$ cat config.mk
export PLATFORM = sky130hd
export DESIGN_NAME = decst_top
export DESIGN_NICKNAME = d
export VERILOG_FILES = /design/src/rtl/decst_pkg.sv /design/src/rtl/decst_steer.sv /design/src/rtl/decst_useq.sv /design/src/rtl/decst_uq.sv /design/src/rtl/decst_top.sv
export SDC_FILE = /design/constraint.sdc
export NUM_CORES = 1
export LEC_CHECK = 0
export ABC_AREA = 1
export BUFFER_PORTS_ARGS = -buffer_cell sky130_fd_sc_hd__buf_2
export CAP_MARGIN = 20
export CELL_PAD_IN_SITES_DETAIL_PLACEMENT = 1
export CELL_PAD_IN_SITES_GLOBAL_PLACEMENT = 2
export CORE_MARGIN = 1
export CORE_UTILIZATION = 25
export CTS_BUF_LIST = sky130_fd_sc_hd__clkbuf_2 sky130_fd_sc_hd__clkbuf_4 sky130_fd_sc_hd__clkbuf_8
export CTS_CLUSTER_SIZE = 14
export DETAILED_ROUTE_END_ITERATION = 8
export GPL_TIMING_DRIVEN = 0
export HOLD_SLACK_MARGIN = 0.1
export PLACE_DENSITY_LB_ADDON = 0.1
export SETUP_SLACK_MARGIN = 0.3
export SYNTH_ARGS = -nofsm -noshare
export SYNTH_HDL_FRONTEND = slang
export SYNTH_SLANG_ARGS = --single-unit
$ cat constraint.sdc
create_clock -name clk -period 8.63 [get_ports clk]
set_input_delay 0.4315 -clock clk [delete_from_list [all_inputs] [get_ports clk]]
set_output_delay 0.4315 -clock clk [all_outputs]
set_load 0.005 [all_outputs]
$ cat src/rtl/decst_pkg.sv
package decst_pkg;
  parameter int TAG_W  = 6;
  parameter int TMPL_W = 3;
  parameter int STEP_W = 4;

  typedef struct packed {
    logic [TAG_W-1:0]  tag;
    logic [TMPL_W-1:0] tmpl;
    logic [STEP_W-1:0] step;
    logic              last;
  } uop_t;
endpackage

$ cat src/rtl/decst_steer.sv
module decst_steer
  import decst_pkg::*;
#(
  parameter int LANES    = 3,
  parameter int CPLX_MAX = 4,
  parameter int PUSH_MAX = CPLX_MAX + LANES - 1,
  parameter int CNT_W    = 3,
  parameter int TAKE_W   = 2,
  parameter int PN_W     = 3
) (
  input  logic [LANES-1:0]              fb_valid,
  input  logic [LANES-1:0][TAG_W-1:0]   fb_tag,
  input  logic [LANES-1:0][TMPL_W-1:0]  fb_tmpl,
  input  logic [LANES-1:0][STEP_W-1:0]  fb_len,
  input  logic [CNT_W-1:0]              free,
  input  logic                          seq_busy,
  output logic [TAKE_W-1:0]             take,
  output logic [PN_W-1:0]               push_n,
  output uop_t                          push_uop [PUSH_MAX],
  output logic                          seq_start
);
  int   total;
  int   grp;
  int   lane;
  int   len0;
  logic run;

  always_comb begin
    take      = '0;
    push_n    = '0;
    seq_start = 1'b0;
    total     = 0;
    grp       = 0;
    lane      = 0;
    run       = 1'b1;
    len0      = int'(fb_len[0]);
    for (int j = 0; j < PUSH_MAX; j++) push_uop[j] = '0;
    if (!seq_busy && fb_valid[0]) begin
      if (len0 >= CPLX_MAX) begin
        seq_start = 1'b1;
        take      = TAKE_W'(1);
      end else begin
        total = len0 + 1;
        grp   = 1;
        for (int i = 1; i < LANES; i++) begin
          if (run && fb_valid[i] && (fb_len[i] == '0)) begin
            grp   = i + 1;
            total = total + 1;
          end else begin
            run = 1'b0;
          end
        end
        if (total <= int'(free)) begin
          take   = TAKE_W'(grp);
          push_n = PN_W'(total);
          for (int j = 0; j < PUSH_MAX; j++) begin
            if (j <= len0) begin
              push_uop[j].tag  = fb_tag[0];
              push_uop[j].tmpl = fb_tmpl[0];
              push_uop[j].step = STEP_W'(j);
              push_uop[j].last = (j == len0);
            end else if (j < total) begin
              lane = j - len0;
              push_uop[j].tag  = fb_tag[lane];
              push_uop[j].tmpl = fb_tmpl[lane];
              push_uop[j].step = '0;
              push_uop[j].last = 1'b1;
            end
          end
        end
      end
    end
  end
endmodule

$ cat src/rtl/decst_useq.sv
module decst_useq
  import decst_pkg::*;
#(
  parameter int SEQ_RATE = 3,
  parameter int CNT_W    = 3,
  parameter int PN_W     = 3
) (
  input  logic              clk,
  input  logic              rst_n,
  input  logic              start,
  input  logic [TAG_W-1:0]  st_tag,
  input  logic [TMPL_W-1:0] st_tmpl,
  input  logic [STEP_W-1:0] st_len,
  input  logic [CNT_W-1:0]  free,
  output logic              busy,
  output logic [PN_W-1:0]   emit_n,
  output uop_t              emit_uop [SEQ_RATE]
);
  logic              busy_q, busy_d;
  logic [STEP_W:0]   step_q, step_d;
  logic [TAG_W-1:0]  tag_q;
  logic [TMPL_W-1:0] tmpl_q;
  logic [STEP_W-1:0] len_q;
  int                rem;
  int                emit;

  assign busy = busy_q;

  always_comb begin
    rem  = int'(len_q) + 1 - int'(step_q);
    emit = 0;
    if (busy_q) begin
      emit = SEQ_RATE;
      if (rem < emit) emit = rem;
      if (int'(free) < emit) emit = int'(free);
    end
    emit_n = PN_W'(emit);
    for (int j = 0; j < SEQ_RATE; j++) begin
      emit_uop[j] = '0;
      if (j < emit) begin
        emit_uop[j].tag  = tag_q;
        emit_uop[j].tmpl = tmpl_q;
        emit_uop[j].step = STEP_W'(int'(step_q) + j);
        emit_uop[j].last = ((int'(step_q) + j) == int'(len_q));
      end
    end
  end

  always_comb begin
    busy_d = busy_q;
    step_d = step_q;
    if (start) begin
      busy_d = 1'b1;
      step_d = '0;
    end else if (busy_q) begin
      step_d = (STEP_W+1)'(int'(step_q) + emit);
      busy_d = (int'(step_q) + emit) <= int'(len_q);
    end
  end

  always_ff @(posedge clk or negedge rst_n) begin
    if (!rst_n) begin
      busy_q <= 1'b0;
      step_q <= '0;
    end else begin
      busy_q <= busy_d;
      step_q <= step_d;
    end
  end

  always_ff @(posedge clk) begin
    if (start) begin
      tag_q  <= st_tag;
      tmpl_q <= st_tmpl;
      len_q  <= st_len;
    end
  end
endmodule

$ cat src/rtl/decst_uq.sv
module decst_uq
  import decst_pkg::*;
#(
  parameter int DEPTH    = 6,
  parameter int PUSH_MAX = 6,
  parameter int POP_MAX  = 3,
  parameter int CNT_W    = $clog2(DEPTH + 1),
  parameter int PN_W     = $clog2(PUSH_MAX + 1),
  parameter int POP_W    = $clog2(POP_MAX + 1)
) (
  input  logic             clk,
  input  logic             rst_n,
  input  logic [PN_W-1:0]  push_n,
  input  uop_t             push_uop [PUSH_MAX],
  input  logic [POP_W-1:0] pop,
  output logic [CNT_W-1:0] count,
  output logic [CNT_W-1:0] free,
  output logic [POP_MAX-1:0] head_vld,
  output uop_t             head_uop [POP_MAX]
);
  localparam int PTR_W = (DEPTH > 1) ? $clog2(DEPTH) : 1;

  uop_t             mem [DEPTH];
  logic [PTR_W-1:0] rd_q, rd_d, wr_q, wr_d;
  logic [CNT_W-1:0] cnt_q, cnt_d;
  int               pop_eff;

  function automatic logic [PTR_W-1:0] wrap(input int a);
    return PTR_W'(a % DEPTH);
  endfunction

  always_comb begin
    pop_eff = (int'(pop) > int'(cnt_q)) ? int'(cnt_q) : int'(pop);
    rd_d    = wrap(int'(rd_q) + pop_eff);
    wr_d    = wrap(int'(wr_q) + int'(push_n));
    cnt_d   = CNT_W'(int'(cnt_q) + int'(push_n) - pop_eff);
  end

  always_ff @(posedge clk or negedge rst_n) begin
    if (!rst_n) begin
      rd_q  <= '0;
      wr_q  <= '0;
      cnt_q <= '0;
    end else begin
      rd_q  <= rd_d;
      wr_q  <= wr_d;
      cnt_q <= cnt_d;
    end
  end

  always_ff @(posedge clk) begin
    for (int j = 0; j < PUSH_MAX; j++) begin
      if (j < int'(push_n)) mem[wrap(int'(wr_q) + j)] <= push_uop[j];
    end
  end

  assign count = cnt_q;
  assign free  = CNT_W'(DEPTH - int'(cnt_q));

  for (genvar i = 0; i < POP_MAX; i++) begin : g_head
    assign head_vld[i] = int'(cnt_q) > i;
    assign head_uop[i] = mem[wrap(int'(rd_q) + i)];
  end
endmodule

$ cat src/rtl/decst_top.sv
module decst_top
  import decst_pkg::*;
#(
  parameter int LANES    = 3,
  parameter int DEPTH    = 6,
  parameter int CPLX_MAX = 4,
  parameter int SEQ_RATE = 3,
  localparam int PUSH_MAX = CPLX_MAX + LANES - 1,
  localparam int CNT_W    = $clog2(DEPTH + 1),
  localparam int TAKE_W   = $clog2(LANES + 1),
  localparam int PN_W     = $clog2(PUSH_MAX + 1),
  localparam int POP_W    = $clog2(LANES + 1)
) (
  input  logic                     clk,
  input  logic                     rst_n,
  input  logic [LANES-1:0]         fb_valid,
  input  logic [LANES*TAG_W-1:0]   fb_tag,
  input  logic [LANES*TMPL_W-1:0]  fb_tmpl,
  input  logic [LANES*STEP_W-1:0]  fb_len,
  output logic [TAKE_W-1:0]        fb_take,
  input  logic [POP_W-1:0]         rn_pop,
  output logic [CNT_W-1:0]         q_avail,
  output logic [LANES-1:0]         q_valid,
  output logic [LANES*TAG_W-1:0]   q_tag,
  output logic [LANES*TMPL_W-1:0]  q_tmpl,
  output logic [LANES*STEP_W-1:0]  q_step,
  output logic [LANES-1:0]         q_last,
  output logic                     seq_busy
);
  logic [LANES-1:0][TAG_W-1:0]  tag_a;
  logic [LANES-1:0][TMPL_W-1:0] tmpl_a;
  logic [LANES-1:0][STEP_W-1:0] len_a;
  logic [CNT_W-1:0]             free;
  logic [PN_W-1:0]              dec_n, seq_n, push_n;
  uop_t                         dec_uop  [PUSH_MAX];
  uop_t                         seq_uop  [SEQ_RATE];
  uop_t                         push_uop [PUSH_MAX];
  uop_t                         head_uop [LANES];
  logic                         seq_start;

  assign tag_a  = fb_tag;
  assign tmpl_a = fb_tmpl;
  assign len_a  = fb_len;

  decst_steer #(
    .LANES(LANES), .CPLX_MAX(CPLX_MAX), .PUSH_MAX(PUSH_MAX),
    .CNT_W(CNT_W), .TAKE_W(TAKE_W), .PN_W(PN_W)
  ) u_steer (
    .fb_valid (fb_valid),
    .fb_tag   (tag_a),
    .fb_tmpl  (tmpl_a),
    .fb_len   (len_a),
    .free     (free),
    .seq_busy (seq_busy),
    .take     (fb_take),
    .push_n   (dec_n),
    .push_uop (dec_uop),
    .seq_start(seq_start)
  );

  decst_useq #(.SEQ_RATE(SEQ_RATE), .CNT_W(CNT_W), .PN_W(PN_W)) u_useq (
    .clk     (clk),
    .rst_n   (rst_n),
    .start   (seq_start),
    .st_tag  (tag_a[0]),
    .st_tmpl (tmpl_a[0]),
    .st_len  (len_a[0]),
    .free    (free),
    .busy    (seq_busy),
    .emit_n  (seq_n),
    .emit_uop(seq_uop)
  );

  assign push_n = seq_busy ? seq_n : dec_n;
  for (genvar j = 0; j < PUSH_MAX; j++) begin : g_mux
    if (j < SEQ_RATE) begin : g_both
      assign push_uop[j] = seq_busy ? seq_uop[j] : dec_uop[j];
    end else begin : g_dec
      assign push_uop[j] = seq_busy ? uop_t'('0) : dec_uop[j];
    end
  end

  decst_uq #(
    .DEPTH(DEPTH), .PUSH_MAX(PUSH_MAX), .POP_MAX(LANES),
    .CNT_W(CNT_W), .PN_W(PN_W), .POP_W(POP_W)
  ) u_uq (
    .clk     (clk),
    .rst_n   (rst_n),
    .push_n  (push_n),
    .push_uop(push_uop),
    .pop     (rn_pop),
    .count   (q_avail),
    .free    (free),
    .head_vld(q_valid),
    .head_uop(head_uop)
  );

  for (genvar i = 0; i < LANES; i++) begin : g_out
    assign q_tag [i*TAG_W  +: TAG_W ] = head_uop[i].tag;
    assign q_tmpl[i*TMPL_W +: TMPL_W] = head_uop[i].tmpl;
    assign q_step[i*STEP_W +: STEP_W] = head_uop[i].step;
    assign q_last[i]                  = head_uop[i].last;
  end
endmodule

Word level (Yosys, flattened, before mapping). Memories as Yosys holds them, arrays and structs flattened. Cells that the tools add are included.

Memories: 1. Register bits: 28. Bits in writable memories: 84.

Memory list: u_uq.mem (depth 6, bits a word 14, rd ports 3, clocked after memory_dff 0, write ports 6, line decst_uq.sv:23) `uop_t mem [DEPTH];`.

Div/mod/pow operators: 11. Reduce and logical (&&, ||, !) cells: 9. $lt $le $gt $ge: 33. Add/sub/neg operators: 25. Equal/unequal tests: 8. Muxes and demuxes: 93.

Operators by type and width (count): two-way mux 32 bit (10); remainder unit 32 x 4 -> 32 bit, second input constant (9); two-way mux 14 bit (19); two-way mux 84 bit (3); less-than comparator 32 x 4 -> 1 bit, second input constant (5); less-than comparator 3 x 32 -> 1 bit, first input constant (3); adder 32 x 2 -> 32 bit, second input constant (2); equality test 32 x 5 -> 1 bit (2); less-than comparator 2 x 32 -> 1 bit, first input constant (2); less-than comparator 4 x 32 -> 1 bit, first input constant (2); remainder unit 4 x 4 -> 32 bit, second input constant (2); binary-select mux 6 bit (select 2 bit) (5); two-way mux 6 bit (10); two-way mux 3 bit (15); adder 4 x 32 -> 32 bit (1); adder 6 x 32 -> 32 bit (1); less-or-equal comparator 32 x 4 -> 1 bit (1); less-or-equal comparator 32 x 5 -> 1 bit (1); less-than comparator 1 x 32 -> 1 bit, first input constant (1); less-than comparator 32 x 3 -> 1 bit, second input constant (1); less-than comparator 4 x 32 -> 1 bit (1); subtractor 32 x 6 -> 32 bit (1); binary-select mux 3 bit (select 2 bit) (5); two-way mux 1 bit (19); other kinds (33) (58).

Longest topological paths before layout.
Word-level depth: 18. Depth in mapped cells: 36.

Hierarchy. A second synthesis with hierarchy kept.

Cells, all modules: 2956. Area total of the unflattened synthesis: 17058.9 sq um.

Modules (own cells, without submodules): decst_uq (times used 1, cells each 1984, area each 11392.2 sq um); decst_steer (times used 1, cells each 461, area each 2332.2 sq um); decst_useq (times used 1, cells each 277, area each 2143.3 sq um); decst_top (times used 1, cells each 234, area each 1191.1 sq um).

Worst setup path after synthesis. OpenSTA, ideal clock, no wires.

Path type: reg2reg. From: register u_useq.len_q[1]. To: register u_useq.busy_q, in the netlist u_useq.busy. Buffers on the path: 0. Stages on the path, launching flop included: 33. Library setup time: 70 ps. Slack: 2607 ps. Required time: 8560 ps. Period minus slack after synthesis: 6023 ps. Data arrival time: 5953 ps. Path through: edfxtp_1 > ha_1 > inv_1 > fa_1 > nor2_1 > a21oi_1 > fa_1 > nor3b_1 > nand4_1 > ha_1 > or2_2 > ha_1 > inv_1 > o21bai_1 > o2111ai_1 > ha_1 > inv_1 > o21ai_1 > inv_1 > nand2_1 > inv_1 > ha_1 > a21oi_1 > nand2_1 > xor2_1 > ha_1 > a21oi_1 > o21ai_0 > o21ai_0 > nand2_1 > nor4_1 > o221ai_1 > nand2_1.

Longest elaborated chain between the ends: 12.

RTL lines: start: declaration (line decst_useq.sv:23) `logic [STEP_W-1:0] len_q;`; start signal: assignment (line decst_useq.sv:75) `len_q <= st_len;`; adder 4 x 1 -> 5 bit (line decst_useq.sv:30) `rem = int'(len_q) + 1 - int'(step_q);`; subtractor 32 x 6 -> 32 bit (line decst_useq.sv:30); less-than comparator 32 x 3 -> 1 bit (line decst_useq.sv:34) `if (rem < emit) emit = rem;`; two-way mux 32 bit (line decst_useq.sv:34); two-way mux 32 bit (line decst_useq.sv:32) `if (busy_q) begin`; less-than comparator 4 x 32 -> 1 bit (line decst_useq.sv:35) `if (int'(free) < emit) emit = int'(free);`; two-way mux 32 bit (line decst_useq.sv:35); two-way mux 32 bit (line decst_useq.sv:32); adder 6 x 32 -> 32 bit; less-or-equal comparator 32 x 5 -> 1 bit (*) (line decst_useq.sv:57) `busy_d = (int'(step_q) + emit) <= int'(len_q);`; two-way mux 1 bit (*) (line decst_useq.sv:55) `end else if (busy_q) begin`; two-way mux 1 bit (*) (line decst_useq.sv:52) `if (start) begin`; net u_useq.busy_d (line decst_useq.sv:19) `logic busy_q, busy_d;`; end signal: assignment (line decst_useq.sv:66) `busy_q <= busy_d;`; end: declaration (line decst_useq.sv:19).

The timed path passes the listed nets; every way through them passes the cells marked *. The select of a mux whose other input is x is not followed. A chain may end at the register's enable or synchronous reset.

==> summary.md <==
| Metric | Value |
|---|---|
| Status | `finished, final reports clean` |
| # DRC | `0` |
| Largest net degree at the start of global routing | `21` |
| Unrepaired setup endpoints after global routing | `false` |
| Die Area | `60000 um2` |
| CTS max path bufs | `2` |
| TritonCTS clock tree | `done` |
| Slowest stage delay, CP | `530 ps` |
| Drt pass-1 iters | `5` |
| Total CTS buffers | `9` |
| Fin crit share | `0.840` |
| P&R area growth vs syn | `11.8%` |
| Syn nets | `2578` |
| Worst hold path class | `input pin to register` |
| Initial DRC count | `969` |
| Rows | `88` |
| DR vias/cell | `5.04` |
| CP top delay family | `adder cells` |
| Unique cell type count in the Yosys netlist | `62` |
| Wire length per cell | `22.7 um` |
| # Max-Cap Violations | `0` |
| F_max | `138 MHz` |
| Transition time of the tightest slew-check pin | `1160 ps` |
| Initial antenna violation count | `2` |
| Total number of vias | `16800` |
| Core area | `58000 um2` |
| Total track usage | `0.253` |
| DP HPWL | `65.0 mm` |
| Synth warn | `0` |
| H-Tree Depth | `3` |
| Worst-skew pair later-pin latency | `480 ps` |
| CTS Sinks | `112` |
| Final setup fails | `0` |
| Crit path max fanout | `10` |
| Final GP Congestion | `0.939` |
| Sequential share of the synthesized area | `0.215` |
| Worst-path clk slew | `150 ps` |
| CP required | `8840 ps` |
| Drt total wl | `75.6 mm` |
| Global-route wire length before repair | `112 mm` |
| PortBufs | `96` |
| Post-CTS sizing | `0` |
| Syn Inst Count | `2448` |
| Clock skew | `39.3 ps` |
| Final ANT Viol Nets | `0` |
| CP Buf/Inv Count | `6` |
| Top Ports | `97` |
| Final TNS setup | `0 ps` |
| Syn Std Cell Area | `14800 um2` |
| Post-cts hold buffer count | `1` |
| Initial core utilization | `0.254` |
| Startpoint types | `register` |
| CP dominant cell by count | `nand2_1` |
| Final #Nets | `2696` |
| Critical-path top delay cell | `edfxtp_1` |
| Number of synthesized register bits | `112` |
| Die H | `245 um` |
| Post-CTS Setup Bufs | `0` |
| Post-layout minimum cycle time | `7250 ps` |
| Crit Path Class | `register to register` |
| Clock Tree Root | `clkbuf_8` |
| Vias in the first global route | `17100` |
| Total grt overflow | `0` |
| Worst Path Arrival | `7460 ps` |
| Worst relative slew slack | `0.216` |
| Critical Path End Type | `register` |
| Die W | `245 um` |
| Slew Limit Fails | `0` |
| Final Hold Fails | `0` |
| Share of cells above drive strength 1 | `0.0965` |
| Syn Area/Cell | `6.03 um2` |
-- metrics by stage --
stage	setup WS, ps	utilization	instances	hold WS (ps)	area, um2
final	1380	0.284	3338	165	16500
after global routing	905	0.284	3337	160	16500
after CTS	1360	0.283	3327	130	16400
after detailed placement	1050	0.279	3310	416	16200
after global placement	1250	0.279	3309	409	16200
after floorplan	2610	-	2448	136	14800
-- metal layers --
layer	share of wire	vias up	track usage
li1	-	8239	-
met1	0.47	8066	0.332
met2	0.47	387	0.432
met3	0.032	116	0.0204
met4	0.033	0	0.0917
met5	0	-	0
-- placed cells by master (no fill, tap or decap), types with 15 or more instances in the layout --
cell type / n
nand2_1: 853
o211ai_1: 32
inv_1: 280
o22ai_1: 16
ha_1: 77
nand3_1: 267
o21ai_0: 204
nand4_1: 16
dfrtp_1: 15
xor2_1: 24
edfxtp_1: 85
o21ai_1: 34
inv_2: 16
clkbuf_1: 55
a21oi_1: 92
mux2i_1: 54
buf_2: 137
nor2_1: 125
nand2_2: 15
-- registers in the layout, indices dropped and copies added (netlist names) --
| register | flops |
|---|---|
| u_useq.tag_q | 6 |
| u_useq.tmpl_q | 3 |
| u_uq.count | 3 |
| u_useq.busy | 1 |
| u_useq.step_q | 5 |
| u_uq.rd_q | 3 |
| u_uq.mem | 84 |
| u_uq.wr_q | 3 |
| u_useq.len_q | 4 |
-- logic make-up after synthesis --
kind of cell	Yosys count	synth area share
AOI/OAI and AO/OA	415	0.156
xor gates and xnor gates	31	0.0189
adders and majority gates	84	0.0748
buffers and inverters	411	0.110
DFF	112	0.215
muxes	54	0.0366
other	1	0.000254
and+or+nand+nor	1340	0.388
-- cells in the mapped netlist, drive strengths merged --
library cell / number / area share
ha: 77 / 0.065
a21oi: 94 / 0.033
a21o: 1 / 0.00051
xnor2: 7 / 0.0047
o21ai: 242 / 0.083
a211oi: 2 / 0.0010
nand3: 270 / 0.093
dfxtp: 12 / 0.016
nand3b: 4 / 0.0020
o22ai: 16 / 0.0068
conb: 1 / 0.00025
and3: 1 / 0.00042
a221oi: 1 / 0.00059
clkinv: 9 / 0.0023
o211ai: 36 / 0.020
o21bai: 1 / 0.00051
inv: 296 / 0.075
fa: 7 / 0.0095
o221ai: 5 / 0.0030
clkbuf: 55 / 0.014
o31ai: 3 / 0.0015
dfrtp: 15 / 0.025
nand2: 875 / 0.23
nor3b: 3 / 0.0015
nand4: 17 / 0.0082
xor2: 24 / 0.014
buf: 51 / 0.019
nor3: 15 / 0.0069
edfxtp: 85 / 0.17
o311ai: 1 / 0.00059
or2: 12 / 0.0051
o21a: 4 / 0.0020
mux2i: 54 / 0.037
nor2: 139 / 0.040
a22oi: 1 / 0.00051
o2111ai: 1 / 0.00059
nor4: 3 / 0.0013
a31oi: 6 / 0.0025
a21boi: 1 / 0.00051
nand2b: 1 / 0.00042
-- cell type report --
cell class | count | area (um2)
fill | 7557 | 41500
multi-input combinational | 1925 | 9960
sequential | 112 | 3170
inverter | 305 | 1140
tap | 765 | 957
timing repair buffer | 107 | 568
buffer | 106 | 485
clock buffer | 10 | 131
clock inverter | 6 | 82.6
antenna | 2 | 5.00
-- worst paths after layout --
check / from / to / slack, ps / cells past startpoint
hold / removal: fb_tag[2] / u_useq.tag_q[2] / 170 / 1
setup / recovery: u_useq.len_q[1] / u_uq.mem[3][8] / 1380 / 31
setup reg to reg: u_useq.len_q[1] / u_uq.mem[3][8] / 1380 / 31
hold reg to reg: u_uq.mem[5][4] / u_uq.mem[5][4] / 500 / 2
min in group asynchronous: rst_n / u_useq.busy / 420 / 2
max in group asynchronous: rst_n / u_uq.rd_q[0] / 7850 / 2
Power is left out: the tool's default activity adds up to more than one toggle a clock period on the data nets, which glitch-free logic cannot reach.
